### src/rtl/supmon_pkg.sv
package supmon_pkg;

    // Timeout selection codes: the value on the selection pins picks the limit.
    typedef enum logic [1:0] {
        TSEL_0 = 2'd0,
        TSEL_1 = 2'd1,
        TSEL_2 = 2'd2,
        TSEL_3 = 2'd3
    } tsel_e;

    function automatic int unsigned pick_limit(
        input logic [1:0]  sel,
        input int unsigned l0,
        input int unsigned l1,
        input int unsigned l2,
        input int unsigned l3
    );
        unique case (tsel_e'(sel))
            TSEL_0:  return l0;
            TSEL_1:  return l1;
            TSEL_2:  return l2;
            default: return l3;
        endcase
    endfunction

    function automatic int unsigned max4(
        input int unsigned a,
        input int unsigned b,
        input int unsigned c,
        input int unsigned d
    );
        int unsigned m;
        m = a;
        if (b > m) m = b;
        if (c > m) m = c;
        if (d > m) m = d;
        return m;
    endfunction

endpackage

### src/rtl/supmon_sync.sv
module supmon_sync #(
    parameter int WIDTH  = 1,
    parameter int STAGES = 2
) (
    input  logic             clk,
    input  logic             rst_n,
    input  logic [WIDTH-1:0] async_i,
    output logic [WIDTH-1:0] sync_o
);

    logic [WIDTH-1:0] stage_d [STAGES];
    logic [WIDTH-1:0] stage_q [STAGES];

    always_comb begin
        stage_d[0] = async_i;
        for (int i = 1; i < STAGES; i++) begin
            stage_d[i] = stage_q[i-1];
        end
    end

    // Reset value 0: supplies are taken as bad and manual reset as idle.
    always_ff @(posedge clk or negedge rst_n) begin
        if (!rst_n) begin
            for (int i = 0; i < STAGES; i++) begin
                stage_q[i] <= '0;
            end
        end else begin
            for (int i = 0; i < STAGES; i++) begin
                stage_q[i] <= stage_d[i];
            end
        end
    end

    assign sync_o = stage_q[STAGES-1];

endmodule

### src/rtl/supmon_timer.sv
module supmon_timer #(
    parameter int unsigned TMO_SEL0 = 1000,
    parameter int unsigned TMO_SEL1 = 5000,
    parameter int unsigned TMO_SEL2 = 20000,
    parameter int unsigned TMO_SEL3 = 80000
) (
    input  logic       clk,
    input  logic       rst_n,
    input  logic       ok_i,
    input  logic [1:0] sel_i,
    output logic       done_o
);
    import supmon_pkg::*;

    localparam int unsigned MAXL = max4(TMO_SEL0, TMO_SEL1, TMO_SEL2, TMO_SEL3);
    localparam int          CW   = $clog2(MAXL + 1);

    typedef struct packed {
        logic [CW-1:0] cnt;
        logic          done;
    } tmr_t;

    tmr_t          st_d, st_q;
    logic [CW-1:0] lim;

    assign lim = CW'(pick_limit(sel_i, TMO_SEL0, TMO_SEL1, TMO_SEL2, TMO_SEL3));

    always_comb begin
        st_d = st_q;
        if (!ok_i) begin
            // Any cycle of bad supply restarts the timeout from zero.
            st_d.cnt  = '0;
            st_d.done = 1'b0;
        end else if (!st_q.done) begin
            if (st_q.cnt >= lim - CW'(1)) begin
                st_d.done = 1'b1;
            end else begin
                st_d.cnt = st_q.cnt + CW'(1);
            end
        end
        // done is sticky while the supply stays good: selection changes are ignored.
    end

    always_ff @(posedge clk or negedge rst_n) begin
        if (!rst_n) begin
            st_q <= '0;
        end else begin
            st_q <= st_d;
        end
    end

    assign done_o = st_q.done;

endmodule

### src/rtl/supmon_reset.sv
module supmon_reset #(
    parameter int unsigned TMO_SEL0 = 1000,
    parameter int unsigned TMO_SEL1 = 5000,
    parameter int unsigned TMO_SEL2 = 20000,
    parameter int unsigned TMO_SEL3 = 80000,
    parameter int          NAUX     = 2,
    parameter int          SYNC_STG = 2
) (
    input  logic            clk,
    input  logic            rst_n,
    input  logic            cmp_main_i,
    input  logic            man_rst_i,
    input  logic [NAUX-1:0] cmp_aux_i,
    input  logic [1:0]      tsel_i,
    output logic            rst_out_o,
    output logic [NAUX-1:0] mon_ok_o
);

    localparam int SW = NAUX + 2;

    typedef struct packed {
        logic            rst;
        logic [NAUX-1:0] mon;
    } out_t;

    logic [SW-1:0]   raw_in;
    logic [SW-1:0]   sync_in;
    logic            main_ok_s;
    logic            man_s;
    logic [NAUX-1:0] aux_s;
    logic            tmo_done;
    out_t            out_d, out_q;

    assign raw_in = {cmp_aux_i, man_rst_i, cmp_main_i};

    supmon_sync #(
        .WIDTH (SW),
        .STAGES(SYNC_STG)
    ) u_sync (
        .clk    (clk),
        .rst_n  (rst_n),
        .async_i(raw_in),
        .sync_o (sync_in)
    );

    assign main_ok_s = sync_in[0];
    assign man_s     = sync_in[1];
    assign aux_s     = sync_in[SW-1:2];

    supmon_timer #(
        .TMO_SEL0(TMO_SEL0),
        .TMO_SEL1(TMO_SEL1),
        .TMO_SEL2(TMO_SEL2),
        .TMO_SEL3(TMO_SEL3)
    ) u_timer (
        .clk   (clk),
        .rst_n (rst_n),
        .ok_i  (main_ok_s),
        .sel_i (tsel_i),
        .done_o(tmo_done)
    );

    always_comb begin
        out_d     = out_q;
        // Manual reset bypasses the timer; supply loss wins at once.
        out_d.rst = !main_ok_s || !tmo_done || man_s;
        out_d.mon = aux_s;
    end

    always_ff @(posedge clk or negedge rst_n) begin
        if (!rst_n) begin
            out_q.rst <= 1'b1;
            out_q.mon <= '0;
        end else begin
            out_q <= out_d;
        end
    end

    assign rst_out_o = out_q.rst;
    assign mon_ok_o  = out_q.mon;

endmodule

### config.mk
export PLATFORM = sky130hd
export DESIGN_NAME = supmon_reset
export DESIGN_NICKNAME = d
export VERILOG_FILES = /design/src/rtl/supmon_pkg.sv /design/src/rtl/supmon_sync.sv /design/src/rtl/supmon_timer.sv /design/src/rtl/supmon_reset.sv
export SDC_FILE = /design/constraint.sdc
export NUM_CORES = 1
export LEC_CHECK = 0
export ABC_AREA = 1
export BUFFER_PORTS_ARGS = -buffer_cell sky130_fd_sc_hd__buf_2
export CAP_MARGIN = 5
export CORE_MARGIN = 2
export CORE_UTILIZATION = 55
export CTS_CLUSTER_DIAMETER = 150
export DETAILED_ROUTE_END_ITERATION = 8
export MAX_ROUTING_LAYER = met4
export PLACE_DENSITY = 0.81
export REMOVE_ABC_BUFFERS = 1
export SLEW_MARGIN = 20
export SYNTH_ARGS = -nofsm -noshare
export SYNTH_HDL_FRONTEND = slang
export SYNTH_SLANG_ARGS = --single-unit
### constraint.sdc
create_clock -name clk -period 1.7 [get_ports clk]
set_input_delay 0.085 -clock clk [delete_from_list [all_inputs] [get_ports clk]]
set_output_delay 0.085 -clock clk [all_outputs]
set_load 0.02 [all_outputs]
### Word-level counts from Yosys, hierarchy flattened

Index checks and enable logic that the tools add are counted.

| storage, ports and cells | value |
|---|---|
| output and inout port bits | 3 |
| bits in registers | 29 |
| memories kept | 0 |
| bits in latches | 0 |
| word-level logic and storage cells | 24 |
| RAM bits | 0 |
| memory bits (read-only) | 0 |

| operators by class | value |
|---|---|
| $add $sub $neg | 2 |
| muxes and demuxes | 5 |
| eq/ne operators | 4 |
| reduce and logical (&&, ||, !) cells | 6 |
| magnitude comparators | 1 |
| div/mod/pow operators | 0 |
| bitwise gates (word level) | 0 |
| shift operators | 0 |
| multiply operators | 0 |

Operator list:

| operator | count |
|---|---|
| $pmux 17 s3 | 1 |
| $mux 18 | 2 |
| $add 17x1->17 const B | 1 |
| $ge 17x17->1 | 1 |
| $mux 17 | 1 |
| $sub 17x1->17 const B | 1 |
| $ne 2x2->1 const B | 2 |
| $eq 2x1->1 const B | 1 |
| $eq 2x2->1 const B | 1 |
| $logic_not 1->1 | 2 |
| $logic_not 2->1 | 1 |
| $logic_or 1x1->1 | 2 |
| $reduce_and 2->1 | 1 |
| $mux 1 | 1 |

### Depth between registers and ports, before layout

Gate-level depths: netlist (run 1).

| logic depth | value |
|---|---|
| depth in word-level cells | 7 |
| depth in mapped cells | 14 |

### Hierarchy

From an unflattened synthesis (run 1), not the netlist that was laid out.

| second synthesis, totals | value |
|---|---|
| cell total of the unflattened synthesis | 251 |
| area total of the unflattened synthesis | 1956.9 um2 |

Modules (own cells, without submodules):

| module | cells an instance | area an instance (um2) | times used | sequential area each (um2) |
|---|---|---|---|---|
| supmon_timer | 238 | 1666.6 | 1 | 450.4 |
| supmon_sync | 8 | 200.2 | 1 | 200.2 |
| supmon_reset | 5 | 90.1 | 1 | 76.3 |

### Worst setup path after synthesis (run 1)

OpenSTA, ideal clock, no wires.

| timing | value |
|---|---|
| path type | input to register |
| start | input port tsel_i[1] |
| end | register u_timer.st_q[10] (netlist name) |
| arrival time | 1.586 ns |
| setup time | 0.117 ns |
| path buffers | 1 |
| slack | -0.003 ns |
| cell stages on the path | 13 |
| path through | inv_1 > ha_1 > ha_1 > nand2_1 > nor2_1 > nand2_1 > o21ai_2 > nor2_4 > nand2_8 > nand2_4 > buf_8 > nand2_2 > nand2_1 |

| on the way | value |
|---|---|
| word-level cells in the longest chain between the ends | 6 |
| elaborated cells between the ends (all ways) | 8 |

RTL lines:

| element | line | text |
|---|---|---|
| from (decl) | supmon_reset.sv:14 | `input logic [1:0] tsel_i,` |
| $eq 2x2->1, or another cell as far along | supmon_pkg.sv:18 | `unique case (tsel_e'(sel))` |
| $pmux 17 s3 * | supmon_pkg.sv:18 |  |
| $sub 17x1->17 * | supmon_timer.sv:35 | `if (st_q.cnt >= lim - CW'(1)) begin` |
| $ge 17x17->1 * | supmon_timer.sv:35 |  |
| $ne 2x2->1 (no line) * | n/a |  |
| $reduce_and 2->1 (no line) * | n/a |  |
| to (signal assigned) | supmon_timer.sv:48 | `st_q <= st_d;` |
| to (decl) | supmon_timer.sv:23 | `tmr_t st_d, st_q;` |

Mark *: on every way between the ends. The rest lies on a longest branch, timed or not.
A chain may end at the register's enable or synchronous reset.

### Final worst setup path (run 1)

| timing | value |
|---|---|
| start | register u_timer.st_q[15] (netlist name) |
| end | register u_timer.st_q[2] (netlist name) |

| on the way | value |
|---|---|
| word-level cells in the longest chain between the ends | 3 |

RTL lines:

| element | line |
|---|---|
| $ge 17x17->1 | supmon_timer.sv:35 |
| $ne 2x2->1 (no line) | n/a |
| $reduce_and 2->1 (no line) | n/a |

Every way passes these cells.

==> metrics.md, run 1 <==
| Metric | Value |
|---|---|
| Run status | `finished with violations` |
| Failing checks | `setup timing` |
| Worst-path cell chain | `ha_4, nand2_2, nor2_4, inv_1, a21oi_2, nor2_4, nand2_8, buf_8, nand3_2, nand2_1` |
| Top area cells in the synthesized netlist | `dfrtp_1, nand2_1, ha_1` |
| Slew HR | `58.3%` |
| Startpoint Class | `flip-flop` |
| Most common cell after layout, fill and taps aside | `nand2_1` |
| Pre-antenna DRT Iters | `5` |
| Worst-skew pair later-pin latency | `340 ps` |
| CTS H-tree depth | `2` |
| Layout cell share with drive strength beyond 1 | `38.1%` |
| Root Buffer | `clkbuf_4` |
| Cells after synthesis | `~250` |
| CTS Buf Count | `5` |
| DR iter-0 viols | `around 130` |
| Final setup margin | `-20.2 ps` |
| Worst Path Class, Setup | `reg2reg` |
| Most used cell, CP | `nor2_4` |
| Final worst-path cycle share | `101%` |
| CP Buf/Inv Count | `2` |
| Syn avg cell area | `around 7.8 um^2` |
| Clk_skew | `approximately 10 ps` |
| Global-route wire length before repair | `between 7000 and 8000 um` |
| Largest area contributor in the netlist | `dfrtp_1` |
| Die area | `4030 um^2` |
| Element type at the critical path end | `flip-flop` |
| Total Routing Usage GR | `25.2%` |
| Max Transition Viols Final | `0` |
| Met1 Use GR | `31.7%` |
| Rows | `21` |
| Total of max-cap violations | `0` |
| Buffers on Ports | `10` |
| Worst-path fanout max | `5` |
| Post-DP HPWL | `~3200 um` |
| Final instance area | `2700 um^2` |
| Yosys reg bits | `29` |
| WHS | `288 ps` |
| Post-route DRC | `0` |
| Slowest stage delay, CP | `440 ps` |
| P_leak | `approximately 1.3 nW` |
| Die Y | `63.5 um` |
| Total congestion overflow | `0` |
| Gpl congestion | `0.942` |
| Initial antenna violation count | `0` |
| Unrepaired setup endpoints after global routing | `yes` |
| Synthesis-to-layout area growth | `38.8%` |
| Area fraction of the dominant cell type after synthesis | `36.0%` |
| DR vias/cell | `5.36` |
| Multi-input combinational cell area | `1400 um^2` |
| Placed Area | `2220 um^2` |
| Largest net degree at the start of global routing | `30` |
| GRT met2 Usage | `38.8%` |
| Die width | `63.5 um` |
| Worst Max-Slew Pin Slew | `626 ps` |
| Max rail drop VDD | `~0.47 mV` |
| CP Data Arrival Time | `1990 ps` |
| CP top delay family | `simple AND/OR/NAND/NOR gates` |
| Clk pin slew, worst setup/hold paths | `90 ps` |
| Synth warnings | `0` |
| Clock sink count | `29` |
| CP Data Required Time | `between 1500 and 2000 ps` |
| Ant. Diodes | `0` |
| Worst-case clock buffer depth | `2` |
| Post-layout min period | `1720 ps` |
| Seq. cell area | `about 730 um^2` |
| Vias in the first global route | `1646` |
| Final WL | `5050 um` |
| CTS tree | `yes` |
| Slowest cell on crit path | `dfrtp_1` |
| Count of antenna-violating nets left after detailed routing | `0` |
| Netlist cell types | `28` |
| FMAX | `581 MHz` |
| Nets@finish | `326` |
| Core footprint | `3360 um^2` |
| Final Hold Viols | `0` |
| Commonest cells after routing, fill and taps aside | `nand2_1, nor2_1, buf_4, dfrtp_1, nand2_2` |
| Worst min-delay path category | `in2async` |
| Post-synthesis sequential area ratio | `37.3%` |
| Io pins | `11` |
| Synthesized area | `between 1500 and 2000 um^2` |
| Vias | `approximately 1.8k` |
| Filler instances | `210` |
| # setup viols final | `4` |
| WL/cell | `approximately 15 um` |
| Initial Utilization | `around 58%` |
| GRT Max-Usage Layer | `met2` |
| PD cells | `slightly above 500 nW/um^2` |
| Met3 GRT Util | `7.14%` |
[final cells by class]
class / instances / area share, %
clock buffers: 7 / 2.41
clock inverters: 1 / 0.185
inverters: 20 / 2.78
multi-input cells: 196 / 51.9
flip-flops and latches: 29 / 26.9
well taps: 46 / 2.13
repair buffers: 46 / 13.7
[power by group]
| part | switching [W] | internal [W] | total, W |
|---|---|---|---|
| clock network | 0.000245 | 0.000239 | 0.000484 |
| registers | 0.0000119 | 0.000707 | 0.000719 |
| logic | 0.000103 | 0.0000751 | 0.000178 |
| total | 0.000359 | 0.00102 | 0.00138 |
[metal layers]
metal | vias to the layer above | part of all wire [%]
met5 | - | 0
met1 | 868 | 40
met3 | 17 | 6.8
li1 | 893 | -
met4 | 0 | 2.6
met2 | 70 | 50
[cells in the mapped netlist, drive strengths merged]
| cell type | instances |
|---|---|
| nand2 | 80 |
| nor2 | 41 |
| dfrtp | 28 |
| nand3 | 26 |
| ha | 20 |
| inv | 20 |
| xor2 | 7 |
| nand4 | 6 |
| a21oi | 4 |
| o21ai | 4 |
| buf | 3 |
| clkbuf | 2 |
| nand3b | 2 |
| a21o | 1 |
| conb | 1 |
| dfstp | 1 |
| nor3 | 1 |
| o21bai | 1 |
| xnor2 | 1 |
[what timing repair did]
action                                 in CTS  in global routing
setup buffers                               0                  3
cloned                                      0                  2
endpoints found under the hold margin      32                  0
hold buffers                                5                  0
resized for setup                          10                 48
setup endpoints to repair                  17                 18
pin swaps                                   4                 25
[path summary, 6_finish.rpt]
| kind | from | to | slack, ps | cells past startpoint |
|---|---|---|---|---|
| max | u_timer.st_q[15] | u_timer.st_q[2] | -20 | 10 |
| min | rst_n | u_timer.st_q[15] | 290 | 2 |
| max reg2reg | u_timer.st_q[15] | u_timer.st_q[2] | -20 | 10 |
| min reg2reg | u_sync.stage_d[0] | u_sync.sync_o[0] | 340 | 0 |
| max in group asynchronous | rst_n | u_timer.st_q[5] | 960 | 2 |
| min in group clk | u_sync.stage_d[0] | u_sync.sync_o[0] | 340 | 0 |
[logic make-up (layout without fill, tap and decap cells)]
kind of cell               after synthesis  count (layout)  share of synthesized area, %
DFF                                     29              29                          37.3
buffers and inverters                   25              74                          5.98
other                                    1               1                         0.193
and+or+nand+nor                        156             157                          37.0
adders and majority gates               20              20                          12.9
AOI/OAI and AO/OA                       10              10                          3.02
xor gates and xnor gates                 8               8                          3.60
[metrics by stage]
| stage | total power [W] | setup slack (ps) | setup TNS [ps] | utilization, % | instances |
|---|---|---|---|---|---|
| after floorplan | 0.000784 | 0.518 | 0 | - | 244 |
| after global placement | 0.000838 | -142 | -2190 | 65.9 | 327 |
| after detailed placement | 0.000844 | -218 | -3270 | 65.9 | 327 |
| after CTS | 0.00134 | -0.545 | -0.545 | 70.9 | 340 |
| after global routing | 0.00145 | -126 | -1490 | 80.4 | 345 |
| final | 0.00138 | -20.2 | -57.1 | 80.4 | 345 |
[flip-flops by register name, summed over array words and instances (netlist names)]
name            flops
mon_ok_o            2
u_timer.st_q       17
u_timer.done_o      1
rst_out_o           1
u_sync.sync_o       4
u_sync.stage_d      4
No activity file was read; power rests on OpenSTA's default activity.
==> inputs of run 2 (changes only) <==
- CELL_PAD_IN_SITES_DETAIL_PLACEMENT: not set -> 1
- CELL_PAD_IN_SITES_GLOBAL_PLACEMENT: not set -> 1
- CORE_UTILIZATION: 55 -> 41
==> run 2 against run 1 <==
The run still ends with setup timing left. Clock power up 18%. Worst hold slack better by 57 ps. Combinational power down 14%. Die area up 32%. Core utilization down 25 points. Routed wire length up 16%.
==> metrics.md, run 2 (synthesis gave the netlist of run 1 again) <==
| Metric | Value |
|---|---|
| FMAX | `567 MHz (-2.4%)` |
| Initial antenna violation count | `0 (unchanged)` |
| Final WL | `5880 um (+16%)` |
| CTS tree | `yes` |
| Post-DP HPWL | `4020 um (+27%)` |
| Unrepaired setup endpoints after global routing | `yes` |
| Die area | `5320 um^2 (+32%)` |
| Slew HR | `56.6% (-1.7 points)` |
| Vias | `1874 (+1.4%)` |
| Gpl congestion | `0.864 (-8.2%)` |
| Post-route DRC | `0 (unchanged)` |
| Worst Path Class, Setup | `reg2reg` |
| Layout cell share with drive strength beyond 1 | `33.0% (-5.1 points)` |
| Total of max-cap violations | `0 (unchanged)` |
| Failing checks | `setup timing` |
| CTS Buf Count | `5 (unchanged)` |
| Rows | `25 (+19%)` |
| CP Data Arrival Time | `1940 ps (-50 ps)` |
| Total congestion overflow | `0 (unchanged)` |
| Most flops, register | `u_timer.st_q` |
| DR vias/cell | `5.29 (-1.2%)` |
| Element type at the critical path end | `flip-flop` |
| Vias in the first global route | `1894 (+15%)` |
| Pre-CTS setup slack | `-238 ps (-19.2 ps)` |
| Initial Utilization | `41.8% (-16 points)` |
| CTS H-tree depth | `2 (unchanged)` |
| Worst Max-Slew Pin Slew | `652 ps (+25.5 ps)` |
| Worst reg2reg endpoint | `u_timer.st_q[2]` |
| Final Hold Viols | `0 (unchanged)` |
| Total design power | `0.00144 W (+4.2%)` |
| Largest register FFs | `17 (unchanged)` |
| Commonest cells after routing, fill and taps aside | `nand2_1, nor2_1, dfrtp_1, buf_4, inv_1` |
| Io pins | `11 (unchanged)` |
| Reg2Reg Depth | `11 (+1)` |
| Buffers on Ports | `10 (unchanged)` |
| Worst-skew pair later-pin latency | `290 ps (-50 ps)` |
| Post-layout min period | `1760 ps (+42.4 ps)` |
| Most common cell after layout, fill and taps aside | `nand2_1` |
| CP Data Required Time | `1880 ps (-90 ps)` |
| PD cells | `559 nW/um^2 (+9.4%)` |
| Core footprint | `4660 um^2 (+39%)` |
| Max Transition Viols Final | `0 (unchanged)` |
| Final setup margin | `-62.6 ps (-42.4 ps)` |
| Count of antenna-violating nets left after detailed routing | `0 (unchanged)` |
| Worst-path fanout max | `7 (+2)` |
| Clk_skew | `10.4 ps (+0.489 ps)` |
| Die width | `72.9 um (+15%)` |
| Synthesis-to-layout area growth | `32.2%` |
| P_leak | `1.30 nW (+1.2%)` |
| Critical Path Start | `u_timer.st_q[7]` |
| Root Buffer | `clkbuf_8` |
| WHS | `345 ps (+56.6 ps)` |
| Worst reg2reg startpoint | `u_timer.st_q[7]` |
| Largest net degree at the start of global routing | `30 (unchanged)` |
| Ant. Diodes | `0 (unchanged)` |
| Nets@finish | `327 (+0.31%)` |
| Pre-antenna DRT Iters | `4 (-1)` |
| Worst-case clock buffer depth | `2 (unchanged)` |
| CP endpoint | `u_timer.st_q[2]` |
| Worst min-delay path category | `reg2reg` |
| Setup TNS | `-873 ps (-816 ps)` |
| Total Routing Usage GR | `24.6% (-0.60 points)` |
| DR iter-0 viols | `92 (-31%)` |
| Global-route wire length before repair | `9380 um (+24%)` |
| Clock sink count | `29 (unchanged)` |
| Startpoint Class | `flip-flop` |
| # setup viols final | `17 (+13)` |
| WL/cell | `16.6 um (+13%)` |
| Max rail drop VDD | `0.417 mV (-12%)` |
| Run status | `finished with violations` |
| R2R setup slack | `-60 ps (-40 ps)` |
| Die Y | `72.9 um (+15%)` |
| Final worst-path cycle share | `104% (+2.5 points)` |
| Clk pin slew, worst setup/hold paths | `70 ps (-20 ps)` |
## run 2: changes by cell type in the layout (fill, tap and decap cells not counted), sizes merged
cell	previous run	this run
clkbuf	8	5
clkinvlp	0	1
clkinv	1	2
buf	40	42
## run 2: worst min-delay path by stage
stage | from | to | depth (start not counted)
after floorplan | rst_n | mon_ok_o[0] | 0
after global placement | rst_n | u_timer.st_q[2] | 1
after detailed placement | rst_n | u_timer.st_q[2] | 1
after CTS | u_sync.sync_o[3] | mon_ok_o[1] | 0
after global routing | u_sync.stage_d[0] | u_sync.sync_o[0] | 0
final | u_sync.sync_o[3] | mon_ok_o[1] | 0
## run 2: layout make-up
class,instances,area [um^2]
Fill cell,562,2090
Timing Repair Buffer,47,359
Inverter,20,75.1
Clock buffer,5,68.8
Tap cell,54,67.6
Multi-Input combinational cell,196,1260
Clock inverter,3,17.5
Sequential cell,29,727
## run 2: report_power, final
| part | total [W] | internal (W) | leakage [nW] | switching, W |
|---|---|---|---|---|
| Clock | 0.000569 | 0.000282 | 0.0439 | 0.000287 |
| Combinational | 0.000153 | 0.0000604 | 0.881 | 0.0000926 |
| Sequential | 0.000717 | 0.000708 | 0.376 | 0.00000955 |
## run 2: what timing repair did
action,CTS,global route
hold buffers,5,0
pin swaps,10,15
setup buffers,3,0
gates resized for setup,17,22
gates cloned,2,0
hold endpoints to repair,32,0
setup endpoints to repair,17,18
## run 2: through the flow
step / instance area [um^2] / instances / utilization (%)
final: 2570 / 354 / 55.2
after global routing: 2570 / 354 / 55.2
after CTS: 2500 / 354 / 53.6
after detailed placement: 2230 / 336 / 47.9
after global placement: 2230 / 336 / 47.9
after floorplan: 1910 / 244 / -
## run 2: routing by layer
layer,share of wire [%],vias to the layer above,GRT usage [%]
li1,-,896,-
met1,43,920,29.1
met2,50,41,41.3
met3,3.6,17,4.97
met4,2.8,0,9.26
met5,0,-,-
## run 2: worst max-delay path: stages, from the launching register on
cell and delay (ps):
dfrtp_1 420, ha_4 260, buf_6 110, nand2_4 50, a21oi_2 60, nor2_2 150
nand3_2 120, nand2_4 110, nand2_8 90, buf_8 160, nand3_1 60, nand2_1 60
